<file path="src/rtl/cfc_pkg.sv">
`timescale 1ns/1ps
package cfc_pkg;

    typedef enum logic [1:0] {
        NODE_ACTIVE  = 2'd0,
        NODE_PASSIVE = 2'd1,
        NODE_BUSOFF  = 2'd2
    } node_state_e;

    // one bit per detected error class, same sample
    typedef struct packed {
        logic bit_e;
        logic stuff_e;
        logic form_e;
        logic ack_e;
        logic crc_e;
    } err_hits_t;

    // bus-level penalty events that are not error classes
    typedef struct packed {
        logic run_hit;
        logic flag_dom;
    } bus_evt_t;

    localparam int unsigned TEC_I = 0;
    localparam int unsigned REC_I = 1;
    localparam int unsigned N_CNT = 2;

    function automatic logic any_hit(err_hits_t h);
        return |h;
    endfunction

endpackage

</file>
<file path="src/rtl/cfc_detect.sv">
`timescale 1ns/1ps
module cfc_detect
    import cfc_pkg::*;
#(
    parameter int unsigned RUN_LEN = 14
) (
    input  logic      clk,
    input  logic      rst,
    input  logic      smp,
    input  logic      tx_bit,
    input  logic      rx_bit,
    input  logic      tx_active,
    input  logic      in_arb,
    input  logic      in_ack_slot,
    input  logic      in_crc_delim,
    input  logic      in_ack_delim,
    input  logic      in_eof,
    input  logic      six_same,
    input  logic      stuff_drop,
    input  logic      crc_ok,
    input  logic      crc_chk,
    input  logic      post_flag,
    output err_hits_t hit,
    output bus_evt_t  evt,
    output err_hits_t hit_q
);
    localparam int unsigned RUN_W = (RUN_LEN > 2) ? $clog2(RUN_LEN) : 1;
    localparam logic [RUN_W-1:0] RUN_LAST = RUN_W'(RUN_LEN - 1);

    logic [RUN_W-1:0] run_q;
    logic             fixed_field;

    always_comb begin
        fixed_field   = in_crc_delim | in_ack_delim | in_eof;
        hit.bit_e     = smp & tx_active & ~in_arb & ~in_ack_slot & (tx_bit ^ rx_bit);
        hit.stuff_e   = smp & six_same & ~stuff_drop;
        hit.form_e    = smp & ~rx_bit & fixed_field;
        hit.ack_e     = smp & tx_active & in_ack_slot & rx_bit;
        hit.crc_e     = crc_chk & ~crc_ok;
        evt.run_hit   = smp & ~rx_bit & (run_q == RUN_LAST);
        evt.flag_dom  = smp & post_flag & ~rx_bit;
    end

    always_ff @(posedge clk) begin
        if (rst) begin
            run_q <= '0;
            hit_q <= '0;
        end else begin
            hit_q <= hit;
            if (smp) begin
                if (rx_bit || run_q == RUN_LAST) run_q <= '0;
                else                             run_q <= run_q + 1'b1;
            end
        end
    end
endmodule

</file>
<file path="src/rtl/cfc_satcnt.sv">
`timescale 1ns/1ps
module cfc_satcnt #(
    parameter int unsigned W  = 8,
    parameter int unsigned AW = W + 1
) (
    input  logic          clk,
    input  logic          rst,
    input  logic [AW-1:0] add,
    input  logic          dec,
    output logic [W-1:0]  q
);
    localparam int unsigned SW = AW + 1;
    localparam logic [SW-1:0] TOP = SW'((1 << W) - 1);

    logic [SW-1:0] sum;
    logic [SW-1:0] net;

    always_comb begin
        sum = SW'(q) + SW'(add);
        net = (dec && sum != '0) ? sum - SW'(1) : sum;
    end

    always_ff @(posedge clk) begin
        if (rst)            q <= '0;
        else if (net > TOP) q <= TOP[W-1:0];
        else                q <= net[W-1:0];
    end
endmodule

</file>
<file path="src/rtl/cfc_state.sv">
`timescale 1ns/1ps
module cfc_state
    import cfc_pkg::*;
#(
    parameter int unsigned W           = 8,
    parameter int unsigned PASSIVE_LIM = 128
) (
    input  logic [W-1:0] tec,
    input  logic [W-1:0] rec,
    output node_state_e  st
);
    localparam logic [W-1:0] LIM = W'(PASSIVE_LIM);
    localparam logic [W-1:0] TOP = '1;

    always_comb begin
        if (tec == TOP)                    st = NODE_BUSOFF;
        else if (tec >= LIM || rec >= LIM) st = NODE_PASSIVE;
        else                               st = NODE_ACTIVE;
    end
endmodule

</file>
<file path="src/rtl/can_fault_conf.sv">
`timescale 1ns/1ps
module can_fault_conf
    import cfc_pkg::*;
#(
    parameter int unsigned CNT_W       = 8,
    parameter int unsigned PASSIVE_LIM = 128,
    parameter int unsigned TX_ERR_STEP = 8,
    parameter int unsigned RX_ERR_STEP = 1,
    parameter int unsigned RUN_LEN     = 14,
    parameter int unsigned RUN_STEP    = 8,
    parameter int unsigned FLAG_STEP   = 8
) (
    input  logic             clk,
    input  logic             rst,
    input  logic             smp,
    input  logic             tx_bit,
    input  logic             rx_bit,
    input  logic             tx_active,
    input  logic             in_arb,
    input  logic             in_ack_slot,
    input  logic             in_crc_delim,
    input  logic             in_ack_delim,
    input  logic             in_eof,
    input  logic             six_same,
    input  logic             stuff_drop,
    input  logic             crc_ok,
    input  logic             crc_chk,
    input  logic             post_flag,
    input  logic             tx_ok,
    input  logic             rx_ok,
    output logic             bit_err,
    output logic             stuff_err,
    output logic             form_err,
    output logic             ack_err,
    output logic             crc_err,
    output logic [CNT_W-1:0] tec,
    output logic [CNT_W-1:0] rec,
    output logic             err_active,
    output logic             err_passive,
    output logic             bus_off
);
    localparam int unsigned ADD_W = CNT_W + 1;

    err_hits_t        hit;
    err_hits_t        hit_q;
    bus_evt_t         evt;
    logic             any_err;
    logic             tx_err;
    logic             rx_err;
    logic [ADD_W-1:0] add_v [N_CNT];
    logic             dec_v [N_CNT];
    logic [CNT_W-1:0] cnt_v [N_CNT];
    node_state_e      st;

    cfc_detect #(.RUN_LEN(RUN_LEN)) u_det (
        .clk          (clk),
        .rst          (rst),
        .smp          (smp),
        .tx_bit       (tx_bit),
        .rx_bit       (rx_bit),
        .tx_active    (tx_active),
        .in_arb       (in_arb),
        .in_ack_slot  (in_ack_slot),
        .in_crc_delim (in_crc_delim),
        .in_ack_delim (in_ack_delim),
        .in_eof       (in_eof),
        .six_same     (six_same),
        .stuff_drop   (stuff_drop),
        .crc_ok       (crc_ok),
        .crc_chk      (crc_chk),
        .post_flag    (post_flag),
        .hit          (hit),
        .evt          (evt),
        .hit_q        (hit_q)
    );

    // several classes in one sample count as a single error
    always_comb begin
        any_err = any_hit(hit);
        tx_err  = any_err & tx_active;
        rx_err  = any_err & ~tx_active;

        add_v[TEC_I] = (tx_err      ? ADD_W'(TX_ERR_STEP) : '0)
                     + (evt.run_hit ? ADD_W'(RUN_STEP)    : '0);
        add_v[REC_I] = (rx_err       ? ADD_W'(RX_ERR_STEP) : '0)
                     + (evt.run_hit  ? ADD_W'(RUN_STEP)    : '0)
                     + (evt.flag_dom ? ADD_W'(FLAG_STEP)   : '0);
        dec_v[TEC_I] = tx_ok;
        dec_v[REC_I] = rx_ok;
    end

    for (genvar g = 0; g < N_CNT; g++) begin : g_cnt
        cfc_satcnt #(.W(CNT_W), .AW(ADD_W)) u_cnt (
            .clk (clk),
            .rst (rst),
            .add (add_v[g]),
            .dec (dec_v[g]),
            .q   (cnt_v[g])
        );
    end

    assign tec = cnt_v[TEC_I];
    assign rec = cnt_v[REC_I];

    cfc_state #(.W(CNT_W), .PASSIVE_LIM(PASSIVE_LIM)) u_st (
        .tec (tec),
        .rec (rec),
        .st  (st)
    );

    assign err_active  = (st == NODE_ACTIVE);
    assign err_passive = (st == NODE_PASSIVE);
    assign bus_off     = (st == NODE_BUSOFF);

    assign bit_err   = hit_q.bit_e;
    assign stuff_err = hit_q.stuff_e;
    assign form_err  = hit_q.form_e;
    assign ack_err   = hit_q.ack_e;
    assign crc_err   = hit_q.crc_e;
endmodule

</file>
<file path="config.mk">
export PLATFORM = sky130hd
export DESIGN_NAME = can_fault_conf
export DESIGN_NICKNAME = d
export VERILOG_FILES = /design/src/rtl/cfc_pkg.sv /design/src/rtl/cfc_detect.sv /design/src/rtl/cfc_satcnt.sv /design/src/rtl/cfc_state.sv /design/src/rtl/can_fault_conf.sv
export SDC_FILE = /design/constraint.sdc
export NUM_CORES = 1
export LEC_CHECK = 0
export CORE_MARGIN = 2
export CORE_UTILIZATION = 45
export DETAILED_ROUTE_END_ITERATION = 8
export PLACE_DENSITY = 0.79
export SKIP_CTS_REPAIR_TIMING = 1
export SYNTH_ARGS = -nofsm -noshare
export SYNTH_HDL_FRONTEND = slang
export SYNTH_SLANG_ARGS = --single-unit
</file>
<file path="constraint.sdc">
create_clock -name clk -period 5.66 [get_ports clk]
set_clock_uncertainty 0.2 [all_clocks]
set_input_delay 1.132 -clock clk [delete_from_list [all_inputs] [get_ports clk]]
set_output_delay 1.132 -clock clk [all_outputs]
set_load 0.005 [all_outputs]
</file>
After elaboration in Yosys (flattened, before gate mapping)
Cells that the tools add are included.
{ "classes": {"n_addsub": 8, "mul": 0, "div_mod_pow": 0, "order_cmp": 4, "eq_ne": 4, "shifts": 0, "n_mux": 11, "bitwise_logic": 25, "reduce_logical": 8} }
{ "op_table": {"columns": ["cell", "count"], "rows": [
  ["10-bit by 8-bit > comparator with 1-bit output, second input constant", 2],
  ["10-bit two-way mux", 2],
  ["10-bit nonzero test", 2],
  ["10-bit by 1-bit subtractor with 10-bit output, second input constant", 2],
  ["1-bit bitwise AND", 16],
  ["8-bit greater-or-equal comparator, second input constant", 2],
  ["4-bit two-way mux", 4],
  ["8-bit two-way mux", 2],
  ["8-bit by 9-bit adder with 10-bit output", 1],
  ["4-bit by 9-bit adder with 9-bit output", 1],
  ["8-bit by 6-bit adder with 9-bit output", 1],
  ["8-bit equality test, second input constant", 1],
  ["5-bit by 4-bit adder with 6-bit output", 1],
  ["1-bit inverter", 6],
  ["1-bit by 4-bit adder with 5-bit output", 1],
  ["5-bit OR reduction", 1],
  ["4-bit by 1-bit adder with 4-bit output, second input constant", 1],
  ["4-bit equality test, second input constant", 1],
  ["2-bit by 1-bit equality test with 1-bit output, second input constant", 1],
  ["2-bit equality test, second input constant", 1],
  ["1-bit logical AND", 2],
  ["2-bit logical NOT", 1],
  ["1-bit logical OR", 2],
  ["1-bit two-way mux", 2],
  ["other kinds (3)", 4]
]} }
{ "totals": {"register_bits": 25, "latchBits": 0, "ramBits": 0, "rom_bits": 0, "inputBits": 18, "out_inout_bits": 24, "wordCells": 68, "memories": 0} }

Longest topological paths before layout
{ "logic_depth": {"ltp_word": 15, "mapped_depth": 15, "ltp_nobuf": 14} }

Hierarchy
From an unflattened synthesis, not the netlist that was laid out.
{ "hier_totals": {"hier_cells": 315, "area_unflattened_um2": 2611.3} }
{ "modules_own_cells": {"columns": ["mod", "n_inst", "cells_each", "area_each_um2"], "rows": [
  ["cfc_satcnt (g_cnt[1].u_cnt)", 1, 137, 1123.6],
  ["cfc_satcnt (g_cnt[0].u_cnt)", 1, 117, 968.4],
  ["cfc_detect", 1, 47, 420.4],
  ["can_fault_conf", 1, 10, 73.8],
  ["cfc_state", 1, 4, 25.0]
]} }

Least setup slack after synthesis
Ideal clock, no wire load.
{ "synth_path": {"path_type": "input to register", "start": "in rx_bit", "end": "reg g_cnt[0].u_cnt.q[5]", "setup_time_ps": 129, "arrival_ps": 3774, "t_required_ps": 5331, "path_slack_ps": 1557, "path_stages": 14, "path_cell_list": "xor2_1 > nand4_1 > and3_1 > a31oi_1 > ha_1 > ha_1 > inv_1 > fa_1 > xnor2_1 > a2111o_1 > o41ai_4 > nor3_1 > xnor2_1 > o21ai_1"} }
{ "synth_between": {"elab_chain_cells": 13, "word_cells_on_any_way": 19} }
{ "synth_rtl": {"columns": ["element", "line", "text"], "rows": [
  ["from (decl)", "can_fault_conf.sv:17", "input logic rx_bit,"],
  ["1-bit inverter", "cfc_detect.sv:37, cfc_detect.sv:40", null],
  ["1-bit bitwise AND", "cfc_detect.sv:37, cfc_detect.sv:40", null],
  ["1-bit bitwise AND", "cfc_detect.sv:37", "hit.form_e = smp & ~rx_bit & fixed_field;"],
  ["5-bit OR reduction", "cfc_pkg.sv:30", "return |h;"],
  ["1-bit bitwise AND", "can_fault_conf.sv:80", "tx_err = any_err & tx_active;"],
  ["4-bit two-way mux", "can_fault_conf.sv:83", "add_v[TEC_I] = (tx_err ? ADD_W'(TX_ERR_STEP) : '0)"],
  ["4-bit by 9-bit adder with 9-bit output *", "can_fault_conf.sv:84", "+ (evt.run_hit ? ADD_W'(RUN_STEP) : '0);"],
  ["8-bit by 9-bit adder with 10-bit output *", "cfc_satcnt.sv:19", "sum = SW'(q) + SW'(add);"],
  ["branches (longest 2 deep; another with 10-bit by 1-bit subtractor with 10-bit output)", null, null],
  ["10-bit two-way mux *", "cfc_satcnt.sv:20", "net = (dec && sum != '0) ? sum - SW'(1) : sum;"],
  ["10-bit by 8-bit > comparator with 1-bit output", "cfc_satcnt.sv:25", "else if (net > TOP) q <= TOP[W-1:0];"],
  ["8-bit two-way mux *", "cfc_satcnt.sv:25", null],
  ["to (signal assigned)", "cfc_satcnt.sv:25", null],
  ["to (signal assigned)", "cfc_satcnt.sv:26", "else q <= net[W-1:0];"],
  ["to (decl)", "cfc_satcnt.sv:10", "output logic [W-1:0] q"]
]} }
Every way passes the cells marked *.
A chain may end at the register's enable or synchronous reset.

Final worst setup path
{ "layout_path": {"start": "in rx_bit", "end": "reg g_cnt[1].u_cnt.q[1]"} }
{ "layout_between": {"elab_chain_cells": 14, "word_cells_on_any_way": 22} }
{ "layout_rtl": {"columns": ["element", "line", "text"], "rows": [
  ["1-bit inverter", "cfc_detect.sv:37, cfc_detect.sv:40, cfc_detect.sv:41", null],
  ["1-bit bitwise AND", "cfc_detect.sv:37, cfc_detect.sv:40", null],
  ["1-bit bitwise AND", "cfc_detect.sv:37", null],
  ["5-bit OR reduction", "cfc_pkg.sv:30", null],
  ["1-bit bitwise AND", "can_fault_conf.sv:81", "rx_err = any_err & ~tx_active;"],
  ["1-bit two-way mux", "can_fault_conf.sv:85", "add_v[REC_I] = (rx_err ? ADD_W'(RX_ERR_STEP) : '0)"],
  ["1-bit by 4-bit adder with 5-bit output", "can_fault_conf.sv:86", "+ (evt.run_hit ? ADD_W'(RUN_STEP) : '0)"],
  ["5-bit by 4-bit adder with 6-bit output *", "can_fault_conf.sv:87", "+ (evt.flag_dom ? ADD_W'(FLAG_STEP) : '0);"],
  ["8-bit by 6-bit adder with 9-bit output *", "cfc_satcnt.sv:19", null],
  ["branches (longest 2 deep; another with 10-bit by 1-bit subtractor with 10-bit output)", null, null],
  ["10-bit two-way mux *", "cfc_satcnt.sv:20", null],
  ["10-bit by 8-bit > comparator with 1-bit output", "cfc_satcnt.sv:25", null],
  ["8-bit two-way mux *", "cfc_satcnt.sv:25", null],
  ["to (signal assigned)", "cfc_satcnt.sv:25", null],
  ["to (signal assigned)", "cfc_satcnt.sv:26", null],
  ["to (decl)", "cfc_satcnt.sv:10", null]
]} }
Marks and branches as above.

==> summary.md <==
| Metric | Value |
|---|---|
| Minimum clock period | 4830 ps |
| Clk sinks | 25 |
| # diodes | 0 |
| Worst path cell trace | clkdlybuf4s50_1, xor2_1, nand4_1, and3_1, a31oi_1, ha_1, ha_1, ha_1, nor4b_1, nand2_1, a211oi_2, nand4b_2, o311ai_1 |
| Fmax | 0.207 GHz |
| Worst slew pin tran | 692 ps |
| Yosys cell types | 52 |
| Synth warn | 0 |
| Final Setup Violations | 0 |
| Reg-to-reg startpoint | u_det.run_q[0] |
| H-tree depth | 1 |
| Die Area | 4790 um^2 |
| Hold Crit Class | flop to flop |
| Leak | 0.938 nW |
| Total gr overflow | 0 |
| Detail Placement HPWL | 3440 um |
| Avg Cell Area, Syn | 7.95 um^2 |
| Setup TNS | 0 ps |
| Hold Slack | 340 ps |
| CP arrival | 4800 ps |
| Cell Area, Synth | 1920 um^2 |
| Mapped Cells | 241 |
| Crit path required time | 5620 ps |
| Metal-1 WL | 2220 um |
| Gr usage total | 19.4% |
| Die height | 69.2 um |
| Final GP Congestion | 0.891 |
| I/O pin total | 42 |
| Total Routed Length | 4560 um |
| Main synth FF type | dfxtp_1 |
| Metal2 WL | 2010 um |
| Mapped Nets | 274 |
| Max Root-Sink Buffers | 2 |
| TritonCTS Buffers | 3 |
| Starting DRT DRC Count | 191 |
| MaxCap Viol Count | 0 |
| Met3 routed WL | 289 um |
| Final period util | 85.4% |
| Post-DRT Antenna Nets | 0 |
| Fill cells | 383 |
| TritonRoute pass-1 iters | 5 |
| Pins Over Slew Limit | 0 |
| Most frequent CP cell | ha_1 |
| Pwr dens | 410 nW/um^2 |
| CP peak stage delay | 650 ps |
| Register area | 500 um^2 |
| Peak supply drop | 0.226 mV |
| CTS root buffer | clkbuf_8 |
| First-pass GRT wire length | 7820 um |
| CP max FO | 8 |
| Unrepaired setup endpoints after global routing | false |
| Worst setup SP type | input port |
| Layout area overhead | 25.6% |
| Vias in the first global route | 1694 |
| NumNets Final | 312 |
| Crit path launch | rx_bit |
| Core box area | 4060 um^2 |
| Initial antenna violation count | 0 |
| Largest net degree at the start of global routing | 33 |
| Top layer in use | met4 |
| TritonCTS clock tree | done |
| Detailed-route via count | 1869 |
| Slowest-stage cell, CP | nor4b_1 |
| Post-synth EDFFs | 0 |
| Die Wd | 69.2 um |
| Row cnt | 23 |
| Final hold viol count | 0 |
| Utilization after layout | 59.3% |
| Synth Register Bits | 25 |
| Clk_lat worst skew | 260 ps |
| Drt via density | 5.70 |
| Critical Path End Type | flop |
| Avg WL per Cell | 13.9 um |
| Ys async rst share | 0% |
| Critical path type | input port to flop |
| I/O Buffers | 41 |
| Fin area | 2410 um^2 |
| Hold path startpoint | u_det.run_q[3] |
| Status | complete, no violations |
| Clk slew on worst S/H paths | 90 ps |
| Initial core utilization | 47.2% |
| Slew HR | 53.2% |
| Layout cells sized above 1 | 6.12% |
| DRC | 0 |
| Seq/Total Area, Yosys | 26.1% |
| Area post-placement | 2360 um^2 |
| Multi-input logic area | 1320 um^2 |
-- area by class of cell --
cell class | count | share of cell area (%)
Sequential cell | 25 | 20.8
Clock buffer | 4 | 1.87
Inverter | 13 | 2.03
Tap cell | 50 | 2.60
Timing Repair Buffer | 44 | 18.0
Multi-Input combinational cell | 192 | 54.7
-- layout by cell type, fill, tap and decap left out, types with 2 or more instances in the layout --
cell type / count
a211o_1: 2
a21boi_0: 2
a21oi_1: 15
a221oi_1: 2
a311o_1: 3
a31oi_1: 6
and2_1: 3
and3_1: 5
and3b_1: 2
buf_4: 3
clkbuf_8: 3
clkdlybuf4s50_1: 41
dfxtp_1: 25
fa_1: 2
ha_1: 13
inv_1: 13
mux2i_1: 2
nand2_1: 16
nand2b_1: 5
nand3_1: 8
nand3b_1: 3
nand4_1: 10
nor2_1: 27
nor3_1: 7
nor3_2: 2
nor3b_1: 2
nor4b_1: 2
o211ai_1: 3
o21ai_0: 8
o21ai_1: 8
o31ai_1: 2
or3_1: 2
xnor2_1: 7
xor2_1: 5
-- per-stage QoR --
| step | instances | worst slack, ps | power, mW |
|---|---|---|---|
| floorplan | 241 | 1560 | 0.677 |
| global placement | 324 | 634 | 0.870 |
| detailed placement | 324 | 592 | 0.880 |
| CTS | 328 | 858 | 0.990 |
| global route | 328 | 616 | 1.07 |
| finish | 328 | 828 | 0.987 |
-- kinds of logic (layout without fill, tap and decap cells) --
kind of cell	after synthesis	after routing	share of synthesized area, %
simple gates	98	98	27.4
flops	25	25	26.1
buf+inv	24	61	5.16
compound gates	64	64	23.6
xor+xnor	12	12	5.49
fa+ha+maj	15	15	10.6
mux	3	3	1.63
-- report_power, final --
part,switching (mW),internal (mW)
Combinational,0.288,0.295
Sequential,0.0741,0.224
Clock,0.0551,0.0503
Total,0.417,0.570
-- path summary, 6_finish.rpt --
kind / endpoint / slack, ps / depth (start not counted)
setup reg to reg: g_cnt[0].u_cnt.q[3] / 2110 / 13
hold reg to reg: u_det.run_q[3] / 340 / 2
hold / removal: u_det.run_q[3] / 340 / 2
setup / recovery: g_cnt[1].u_cnt.q[1] / 830 / 13
-- sequential cells by signal, summed over array words and instances, names as in the netlist --
name	count
g_cnt.u_cnt.q	16
u_det.hit_q	5
u_det.run_q	4
-- synth_stat cells (all sizes together), types with 2 or more instances --
master  number  share of area (%)
dfxtp       25                 26
a21oi       15                3.9
a311o        3                1.6
nor3         9                2.9
xor2         5                2.3
xnor2        7                3.2
inv         13                2.5
ha          13                8.5
o211ai       3                1.2
o31ai        3                1.4
nand4       10                3.3
and2         3               0.98
mux2i        2                1.0
buf          8                2.0
o21ai       17                4.6
a211o        2               0.91
fa           2                2.1
clkbuf       3               0.59
nor3b        2               0.78
nor2        27                5.3
a221oi       2               0.91
a31oi        6                2.0
nor4b        2               0.91
a211oi       2                1.0
nand2b       5                1.6
nand3b       3                1.2
nand2       16                3.1
or3          2               0.65
nand3        8                2.1
a21boi       2               0.78
and3b        2               0.91
and3         6                2.0
-- critical path: cells and delay by family --
kind	cells	cell delay, ps
AOI/OAI and AO/OA	3	660
adders and majority gates	3	800
and+or+nand+nor	5	1450
xor gates and xnor gates	1	170
buffers and inverters	1	590
-- per-layer routing --
layer / up-vias / track usage [%]
met3: 4 / 4.65
met2: 57 / 30.1
li1: 959 / -
met5: - / 0
met1: 849 / 27.3
met4: 0 / 4.36
Note: power is estimated with default switching activity, not from simulation.
